$ cat src/rtl/pic_seq_pkg.sv
package pic_seq_pkg;
    localparam int BYTE_W    = 8;
    localparam int VEC_W     = 5;
    localparam int PRIO_W    = 3;
    localparam int WIN_STEP  = 4;

    typedef enum logic [1:0] {
        SEQ_IDLE  = 2'd0,
        SEQ_WAIT2 = 2'd1,
        SEQ_WAIT3 = 2'd2,
        SEQ_WAIT4 = 2'd3
    } seq_e;

    typedef struct packed {
        seq_e              seq;
        logic              done;
        logic [BYTE_W-1:0] mask;
        logic [VEC_W-1:0]  vec;
        logic [BYTE_W-1:0] casc;
        logic [BYTE_W-1:0] mode;
        logic [BYTE_W-1:0] ocw2;
        logic [BYTE_W-1:0] trig;
        logic              ocw2_stb;
        logic [PRIO_W-1:0] low;
        logic              smm;
        logic              rd_isr;
    } ctl_state_t;

    function automatic logic [15:0] cmd_base(input int idx);
        return 16'(16'h0020 + idx * 128);
    endfunction

    function automatic logic [15:0] trig_port(input int idx);
        return 16'(16'h04D0 + idx);
    endfunction
endpackage

$ cat src/rtl/pic_port_decode.sv
module pic_port_decode
    import pic_seq_pkg::*;
#(
    parameter int ADDR_W  = 16,
    parameter int NUM_CTL = 2,
    parameter int ALIASES = 8
) (
    input  logic [ADDR_W-1:0]  addr,
    output logic [NUM_CTL-1:0] hit_even,
    output logic [NUM_CTL-1:0] hit_odd,
    output logic [NUM_CTL-1:0] hit_trig
);
    localparam int SPAN = ALIASES * WIN_STEP;

    for (genvar g = 0; g < NUM_CTL; g++) begin : g_ctl
        logic [ADDR_W-1:0] off_w;
        logic              in_win;
        assign off_w       = addr - ADDR_W'(cmd_base(g));
        assign in_win      = (off_w < ADDR_W'(SPAN)) && !off_w[1];
        assign hit_even[g] = in_win && !off_w[0];
        assign hit_odd[g]  = in_win &&  off_w[0];
        assign hit_trig[g] = (addr == ADDR_W'(trig_port(g)));
    end
endmodule

$ cat src/rtl/pic_ctl_regs.sv
module pic_ctl_regs
    import pic_seq_pkg::*;
(
    input  logic              clk,
    input  logic              rst_n,
    input  logic              wr_even,
    input  logic              wr_odd,
    input  logic              wr_trig,
    input  logic [BYTE_W-1:0] wdata,
    input  logic [BYTE_W-1:0] irr,
    input  logic [BYTE_W-1:0] isr,
    output ctl_state_t        state,
    output logic [BYTE_W-1:0] rd_even,
    output logic [BYTE_W-1:0] rd_odd
);
    localparam ctl_state_t RST_VAL = '{
        seq: SEQ_IDLE, done: 1'b0, mask: '0, vec: '0, casc: 8'h07,
        mode: 8'h01, ocw2: 8'h20, trig: '0, ocw2_stb: 1'b0,
        low: 3'd7, smm: 1'b0, rd_isr: 1'b0
    };

    ctl_state_t st_d, st_q;
    logic       operating;

    assign operating = (st_q.seq == SEQ_IDLE) && st_q.done;

    always_comb begin
        st_d          = st_q;
        st_d.ocw2_stb = 1'b0;
        if (wr_trig) st_d.trig = wdata;
        if (wr_even) begin
            if (wdata[4]) begin
                st_d.seq    = SEQ_WAIT2;
                st_d.done   = 1'b0;
                st_d.mask   = '0;
                st_d.low    = 3'd7;
                st_d.casc   = 8'h07;
                st_d.smm    = 1'b0;
                st_d.rd_isr = 1'b0;
            end else if (operating) begin
                if (!wdata[3]) begin
                    st_d.ocw2     = wdata;
                    st_d.ocw2_stb = 1'b1;
                    if (wdata[7:6] == 2'b11) st_d.low = wdata[2:0];
                end else begin
                    if (wdata[1]) st_d.rd_isr = wdata[0];
                    if (wdata[6]) st_d.smm    = wdata[5];
                end
            end
        end
        if (wr_odd) begin
            unique case (st_q.seq)
                SEQ_WAIT2: begin st_d.vec  = wdata[7:3]; st_d.seq = SEQ_WAIT3; end
                SEQ_WAIT3: begin st_d.casc = wdata;      st_d.seq = SEQ_WAIT4; end
                SEQ_WAIT4: begin
                    st_d.mode = wdata;
                    st_d.seq  = SEQ_IDLE;
                    st_d.done = 1'b1;
                end
                default: if (st_q.done) st_d.mask = wdata;
            endcase
        end
    end

    always_ff @(posedge clk) begin
        if (!rst_n) st_q <= RST_VAL;
        else        st_q <= st_d;
    end

    assign state   = st_q;
    assign rd_even = st_q.rd_isr ? isr : irr;
    assign rd_odd  = st_q.mask;

    assert_icw1_effects_R2: assert property (@(posedge clk) disable iff (!rst_n)
        (wr_even && wdata[4]) |=> (st_q.mask == '0 && st_q.low == 3'd7 &&
            st_q.casc == 8'h07 && !st_q.smm && !st_q.rd_isr && !st_q.done));

    assert_icw2_step_R3: assert property (@(posedge clk) disable iff (!rst_n)
        (wr_odd && st_q.seq == SEQ_WAIT2) |=> (st_q.seq == SEQ_WAIT3 && st_q.vec == $past(wdata[7:3])));

    assert_done_after_icw4_R3: assert property (@(posedge clk) disable iff (!rst_n)
        $rose(st_q.done) |-> $past(wr_odd));

    assert_ocw_ignored_R7: assert property (@(posedge clk) disable iff (!rst_n)
        (wr_even && !wdata[4] && !operating) |=>
            ($stable(st_q.ocw2) && !st_q.ocw2_stb && $stable(st_q.low) && $stable(st_q.smm)));

    assert_mask_hold_R7: assert property (@(posedge clk) disable iff (!rst_n)
        (wr_odd && st_q.seq == SEQ_IDLE && !st_q.done) |=> $stable(st_q.mask));

    assert_stb_needs_done_R5: assert property (@(posedge clk) disable iff (!rst_n)
        st_q.ocw2_stb |-> st_q.done);

    assert_trig_hold_R8: assert property (@(posedge clk) disable iff (!rst_n)
        !wr_trig |=> $stable(st_q.trig));
endmodule

$ cat src/rtl/pic_cmd_sequencer.sv
module pic_cmd_sequencer
    import pic_seq_pkg::*;
#(
    parameter int ADDR_W  = 16,
    parameter int NUM_CTL = 2,
    parameter int ALIASES = 8
) (
    input  logic                       clk,
    input  logic                       rst_n,
    input  logic                       io_wr,
    input  logic                       io_rd,
    input  logic [ADDR_W-1:0]          io_addr,
    input  logic [BYTE_W-1:0]          io_wdata,
    output logic [BYTE_W-1:0]          io_rdata,
    input  logic [NUM_CTL*BYTE_W-1:0]  irr_in,
    input  logic [NUM_CTL*BYTE_W-1:0]  isr_in,
    output logic [NUM_CTL*BYTE_W-1:0]  mask_out,
    output logic [NUM_CTL*BYTE_W-1:0]  trig_out,
    output logic [NUM_CTL*VEC_W-1:0]   vec_base_out,
    output logic [NUM_CTL*BYTE_W-1:0]  cascade_out,
    output logic [NUM_CTL*BYTE_W-1:0]  mode_out,
    output logic [NUM_CTL*PRIO_W-1:0]  low_prio_out,
    output logic [NUM_CTL-1:0]         smm_out,
    output logic [NUM_CTL*BYTE_W-1:0]  ocw2_out,
    output logic [NUM_CTL-1:0]         ocw2_stb,
    output logic [NUM_CTL-1:0]         init_done
);
    logic [NUM_CTL-1:0] hit_even, hit_odd, hit_trig;
    logic [BYTE_W-1:0]  rd_even [NUM_CTL];
    logic [BYTE_W-1:0]  rd_odd  [NUM_CTL];
    logic [BYTE_W-1:0]  trig_q  [NUM_CTL];

    pic_port_decode #(.ADDR_W(ADDR_W), .NUM_CTL(NUM_CTL), .ALIASES(ALIASES)) u_dec (
        .addr     (io_addr),
        .hit_even (hit_even),
        .hit_odd  (hit_odd),
        .hit_trig (hit_trig)
    );

    for (genvar g = 0; g < NUM_CTL; g++) begin : g_ctl
        ctl_state_t st;
        pic_ctl_regs u_regs (
            .clk     (clk),
            .rst_n   (rst_n),
            .wr_even (io_wr && hit_even[g]),
            .wr_odd  (io_wr && hit_odd[g]),
            .wr_trig (io_wr && hit_trig[g]),
            .wdata   (io_wdata),
            .irr     (irr_in[g*BYTE_W +: BYTE_W]),
            .isr     (isr_in[g*BYTE_W +: BYTE_W]),
            .state   (st),
            .rd_even (rd_even[g]),
            .rd_odd  (rd_odd[g])
        );
        assign trig_q[g]                          = st.trig;
        assign mask_out[g*BYTE_W +: BYTE_W]       = st.mask;
        assign trig_out[g*BYTE_W +: BYTE_W]       = st.trig;
        assign vec_base_out[g*VEC_W +: VEC_W]     = st.vec;
        assign cascade_out[g*BYTE_W +: BYTE_W]    = st.casc;
        assign mode_out[g*BYTE_W +: BYTE_W]       = st.mode;
        assign low_prio_out[g*PRIO_W +: PRIO_W]   = st.low;
        assign smm_out[g]                         = st.smm;
        assign ocw2_out[g*BYTE_W +: BYTE_W]       = st.ocw2;
        assign ocw2_stb[g]                        = st.ocw2_stb;
        assign init_done[g]                       = st.done;
    end

    always_comb begin
        io_rdata = '0;
        if (io_rd) begin
            for (int g = 0; g < NUM_CTL; g++) begin
                if (hit_even[g]) io_rdata = io_rdata | rd_even[g];
                if (hit_odd[g])  io_rdata = io_rdata | rd_odd[g];
                if (hit_trig[g]) io_rdata = io_rdata | trig_q[g];
            end
        end
    end

    assert_one_target_R1: assert property (@(posedge clk) disable iff (!rst_n)
        $onehot0({hit_even, hit_odd, hit_trig}));
endmodule

$ cat config.mk
export PLATFORM = sky130hd
export DESIGN_NAME = pic_cmd_sequencer
export DESIGN_NICKNAME = d
export VERILOG_FILES = /design/src/rtl/pic_seq_pkg.sv /design/src/rtl/pic_port_decode.sv /design/src/rtl/pic_ctl_regs.sv /design/src/rtl/pic_cmd_sequencer.sv
export SDC_FILE = /design/constraint.sdc
export NUM_CORES = 1
export LEC_CHECK = 0
export BUFFER_PORTS_ARGS = -buffer_cell sky130_fd_sc_hd__buf_2
export CAP_MARGIN = 20
export CORE_ASPECT_RATIO = 0.5
export CORE_MARGIN = 2
export CORE_UTILIZATION = 40
export CTS_CLUSTER_DIAMETER = 150
export DETAILED_ROUTE_END_ITERATION = 16
export PLACE_DENSITY = 0.74
export SLEW_MARGIN = 10
export SYNTH_ARGS = -nofsm -noshare
export SYNTH_HDL_FRONTEND = slang
export SYNTH_SLANG_ARGS = --single-unit
$ cat constraint.sdc
create_clock -name clk -period 2.3 [get_ports clk]
set_input_delay 0.23 -clock clk [delete_from_list [all_inputs] [get_ports clk]]
set_output_delay 0.23 -clock clk [all_outputs]
set_load 0.01 [all_outputs]
==> flow_metrics.env <==
export IMPL_yosys_warnings=0
export IMPL_cap_viol_max_count=0
export IMPL_worstPathRequired_ns=2.07
export IMPL_dp_cells=904
export IMPL_drcViolationCount=0
export IMPL_synth_commonest_cells="buf_4 (104), dfxtp_1 (104), mux2i_1 (70)"
export IMPL_syn2layout_area_growth_pct=17.0
export IMPL_clkPwrFrac_pct=40.9
export IMPL_yosys_area_top_type="dfxtp_1"
export IMPL_via_per_inst=5.23
export IMPL_ir_drop_mv=0.381
export IMPL_synthCells=667
export IMPL_synth_avg_cell_area_um2=8.61
export IMPL_p_comb_share_pct=9.1
export IMPL_setup_viol=0
export IMPL_synth_edf_count=0
export IMPL_die_area_um2=15400
export IMPL_grt_pass1_vias=4452
export IMPL_worst_slew_pin_slew_ns=0.679
export IMPL_syn_area_um2=5740
export IMPL_dr_pass1_iters=4
export IMPL_routedWlPerCell_um=17.2
export IMPL_synth_top_area_share_pct=36.3
export IMPL_hold_violations=0
export IMPL_antenna_found_initial=0
export IMPL_grt_max_degree=66
export IMPL_power_switching_uw=873
export IMPL_final_max_slew_viol_count=0
export IMPL_p_leak_uw=0.00302
export IMPL_root_buffer="clkbuf_16"
export IMPL_endpoint_kind="output port"
export IMPL_synth_area_leaders="dfxtp_1 (36%), buf_4 (14%), mux2i_1 (12%)"
export IMPL_io_buffers=165
export IMPL_insertedDiodeCount=0
export IMPL_num_io_pins=170
export IMPL_r2r_cells=7
export IMPL_synthDistinctLibCells=54
export IMPL_start_util_pct=41.7
export IMPL_rsz0062_at_grt="true"
export IMPL_synth_ff_type="dfxtp_1"
export IMPL_drt_first_iter_violations=340
export IMPL_swShare_pct=24.3
export IMPL_die_x_um=173
export IMPL_row_count=30
export IMPL_r2r_setup_slack_ns=0.38
export IMPL_drive_gt1_share_pct=34.4
export IMPL_status="finished, final reports clean"
export IMPL_hp_class="input port to flop"
export IMPL_seqPwrFrac_pct=50.0
export IMPL_h_tree_depth=3
export IMPL_clock_skew_ns=0.00886
export IMPL_synth_seq_cells=104
export IMPL_wl_mm=16.1
export IMPL_final_util_pct=48.8
export IMPL_grt_pass1_wl_mm=24.3
export IMPL_p_int_uw=2720
export IMPL_hpwlAfterDp_mm=11.5
export IMPL_crit_path_max_fanout=4
export IMPL_hold_depth=3
export IMPL_clkLatencyLatePin_ns=0.34
export IMPL_hold_end="g_ctl[1].u_regs.state[6]$_SDFFE_PN0P_"
export IMPL_fmax_ghz=0.447
export IMPL_critical_path_startpoint_type="input port"
export IMPL_finalNonFillerCells=934
export IMPL_r2r_end="g_ctl[0].u_regs.state[4]$_SDFFE_PN1P_"
export IMPL_ys_async_sr_fraction_pct=0
export IMPL_hp_start="io_wdata[0]"
export IMPL_cts_tree="done"
export IMPL_ant_nets=0
export IMPL_timing_rr_start="g_ctl[0].u_regs.state[52]$_SDFF_PN0_"
export IMPL_die_h_um=88.7
export IMPL_fin_nets=808
export IMPL_grt_ovfl_total=0
export IMPL_cts_buffer_depth=2
export IMPL_gp_congestion=0.877
export IMPL_cts_reportedPaths_clkPinSlew_ns=0.07
export IMPL_crit_start="io_addr[13]"
export IMPL_slew_headroom_pct=54.7
export IMPL_crit_arrival_ns=2.01
export IMPL_p_total_uw=3600
export IMPL_clock_sinks=104
export IMPL_path_class="input port to output port"
export IMPL_yosysSeqAreaShare_pct=36.3
export IMPL_vias=4885
export IMPL_powerDensity_nw_per_um2=535
export IMPL_period_needed_ns=2.24
export IMPL_core_um2=13800
export IMPL_cts_inserted_buffers=9
export IMPL_fin_crit_sh_pct=97.2
export IMPL_grtUsageTotal_pct=20.4
-- through the flow --
stage	setup TNS [ns]	hold slack (ns)	setup WS, ns	area [µm²]
after global routing	-0.0782	0.278	-0.0248	6720
after floorplan	0	0.426	0.175	5750
after CTS	0	0.270	0.000349	6570
after global placement	-0.697	0.445	-0.0865	6080
after detailed placement	-2.68	0.448	-0.139	6080
final	0	0.281	0.0645	6720
-- worst max-delay path by stage --
stage | to | slack, ns | cells after the start
2_1_floorplan | io_rdata[1] | 0.17 | 10
3_3_place_gp | io_rdata[7] | -0.09 | 11
3_5_place_dp | io_rdata[7] | -0.14 | 11
4_1_cts | io_rdata[7] | 0.0003 | 12
5_1_grt | io_rdata[1] | -0.02 | 10
6_report | io_rdata[1] | 0.06 | 10
-- registers in the layout, indices dropped and copies added (netlist names), named ones only --
register             cells
g_ctl.u_regs.state      87
g_ctl.u_regs.rd_odd     16
-- layout by cell type (no fill, tap or decap), types with 4 or more instances in the layout --
master and n:
ha_1 10, nor2b_1 5, a22o_1 16, mux2i_1 70
dfxtp_1 103, nor2_4 7, o22ai_1 8, conb_1 4
o21a_1 11, a31oi_1 5, nor3_1 8, clkbuf_16 10
nand3_1 11, o22a_1 6, buf_2 160, nand2_1 56
a21o_1 4, or3_1 5, buf_6 5, inv_1 9
o211ai_1 10, buf_4 32, a21oi_1 35, o21ai_0 36
nor2_1 44, and2_1 4
-- timing repair --
| action | in CTS | in global routing |
|---|---|---|
| setup buffers | 11 | 4 |
| cloned | 2 | 0 |
| hold buffers | 0 | 0 |
| gates resized for setup | 16 | 41 |
| pin swaps | 13 | 15 |
| setup endpoints to repair | 8 | 48 |
-- worst max-delay path, cell delays in order --
cell and delay [ns]:
buf_12 0.10, nor4_4 0.29, buf_4 0.16, and3b_2 0.20
nor4_4 0.04, o211ai_1 0.35, buf_4 0.26, nor2_4 0.03
o21a_1 0.18, buf_2 0.13
-- cell type report --
class,instances,area [µm²]
fill,1333,7060
multi-input combinational,408,2840
sequential,104,2080
timing repair buffer,202,1210
clock buffer,11,253
tap,192,240
inverter,12,47.5
clock inverter,5,38.8
-- per-layer routing --
metal	up-vias	GRT usage, %	wire length [µm]
met5	-	0	0
met4	0	5.55	169
met1	2342	26.4	7190
met3	17	4.77	1130
li1	2356	-	-
met2	170	34.7	7570
-- power groups by stage --
stage / combinational, µW / clock (µW) / sequential (µW)
2_1_floorplan: 158 / 0 / 1840
3_3_place_gp: 275 / 0 / 1840
3_5_place_dp: 280 / 0 / 1840
4_1_cts: 298 / 1490 / 1800
5_1_grt: 353 / 1570 / 1800
6_report: 328 / 1470 / 1800
-- logic make-up after synthesis --
kind of cell | after synthesis | synth area share (%)
xor gates and xnor gates | 2 | 0.305
muxes | 70 | 12.2
AOI/OAI and AO/OA | 144 | 16.2
buffers and inverters | 158 | 17.4
DFF | 104 | 36.3
adders and majority gates | 11 | 2.40
other | 1 | 0.0653
and+or+nand+nor | 177 | 15.2
No activity file was read; power rests on OpenSTA's default activity.
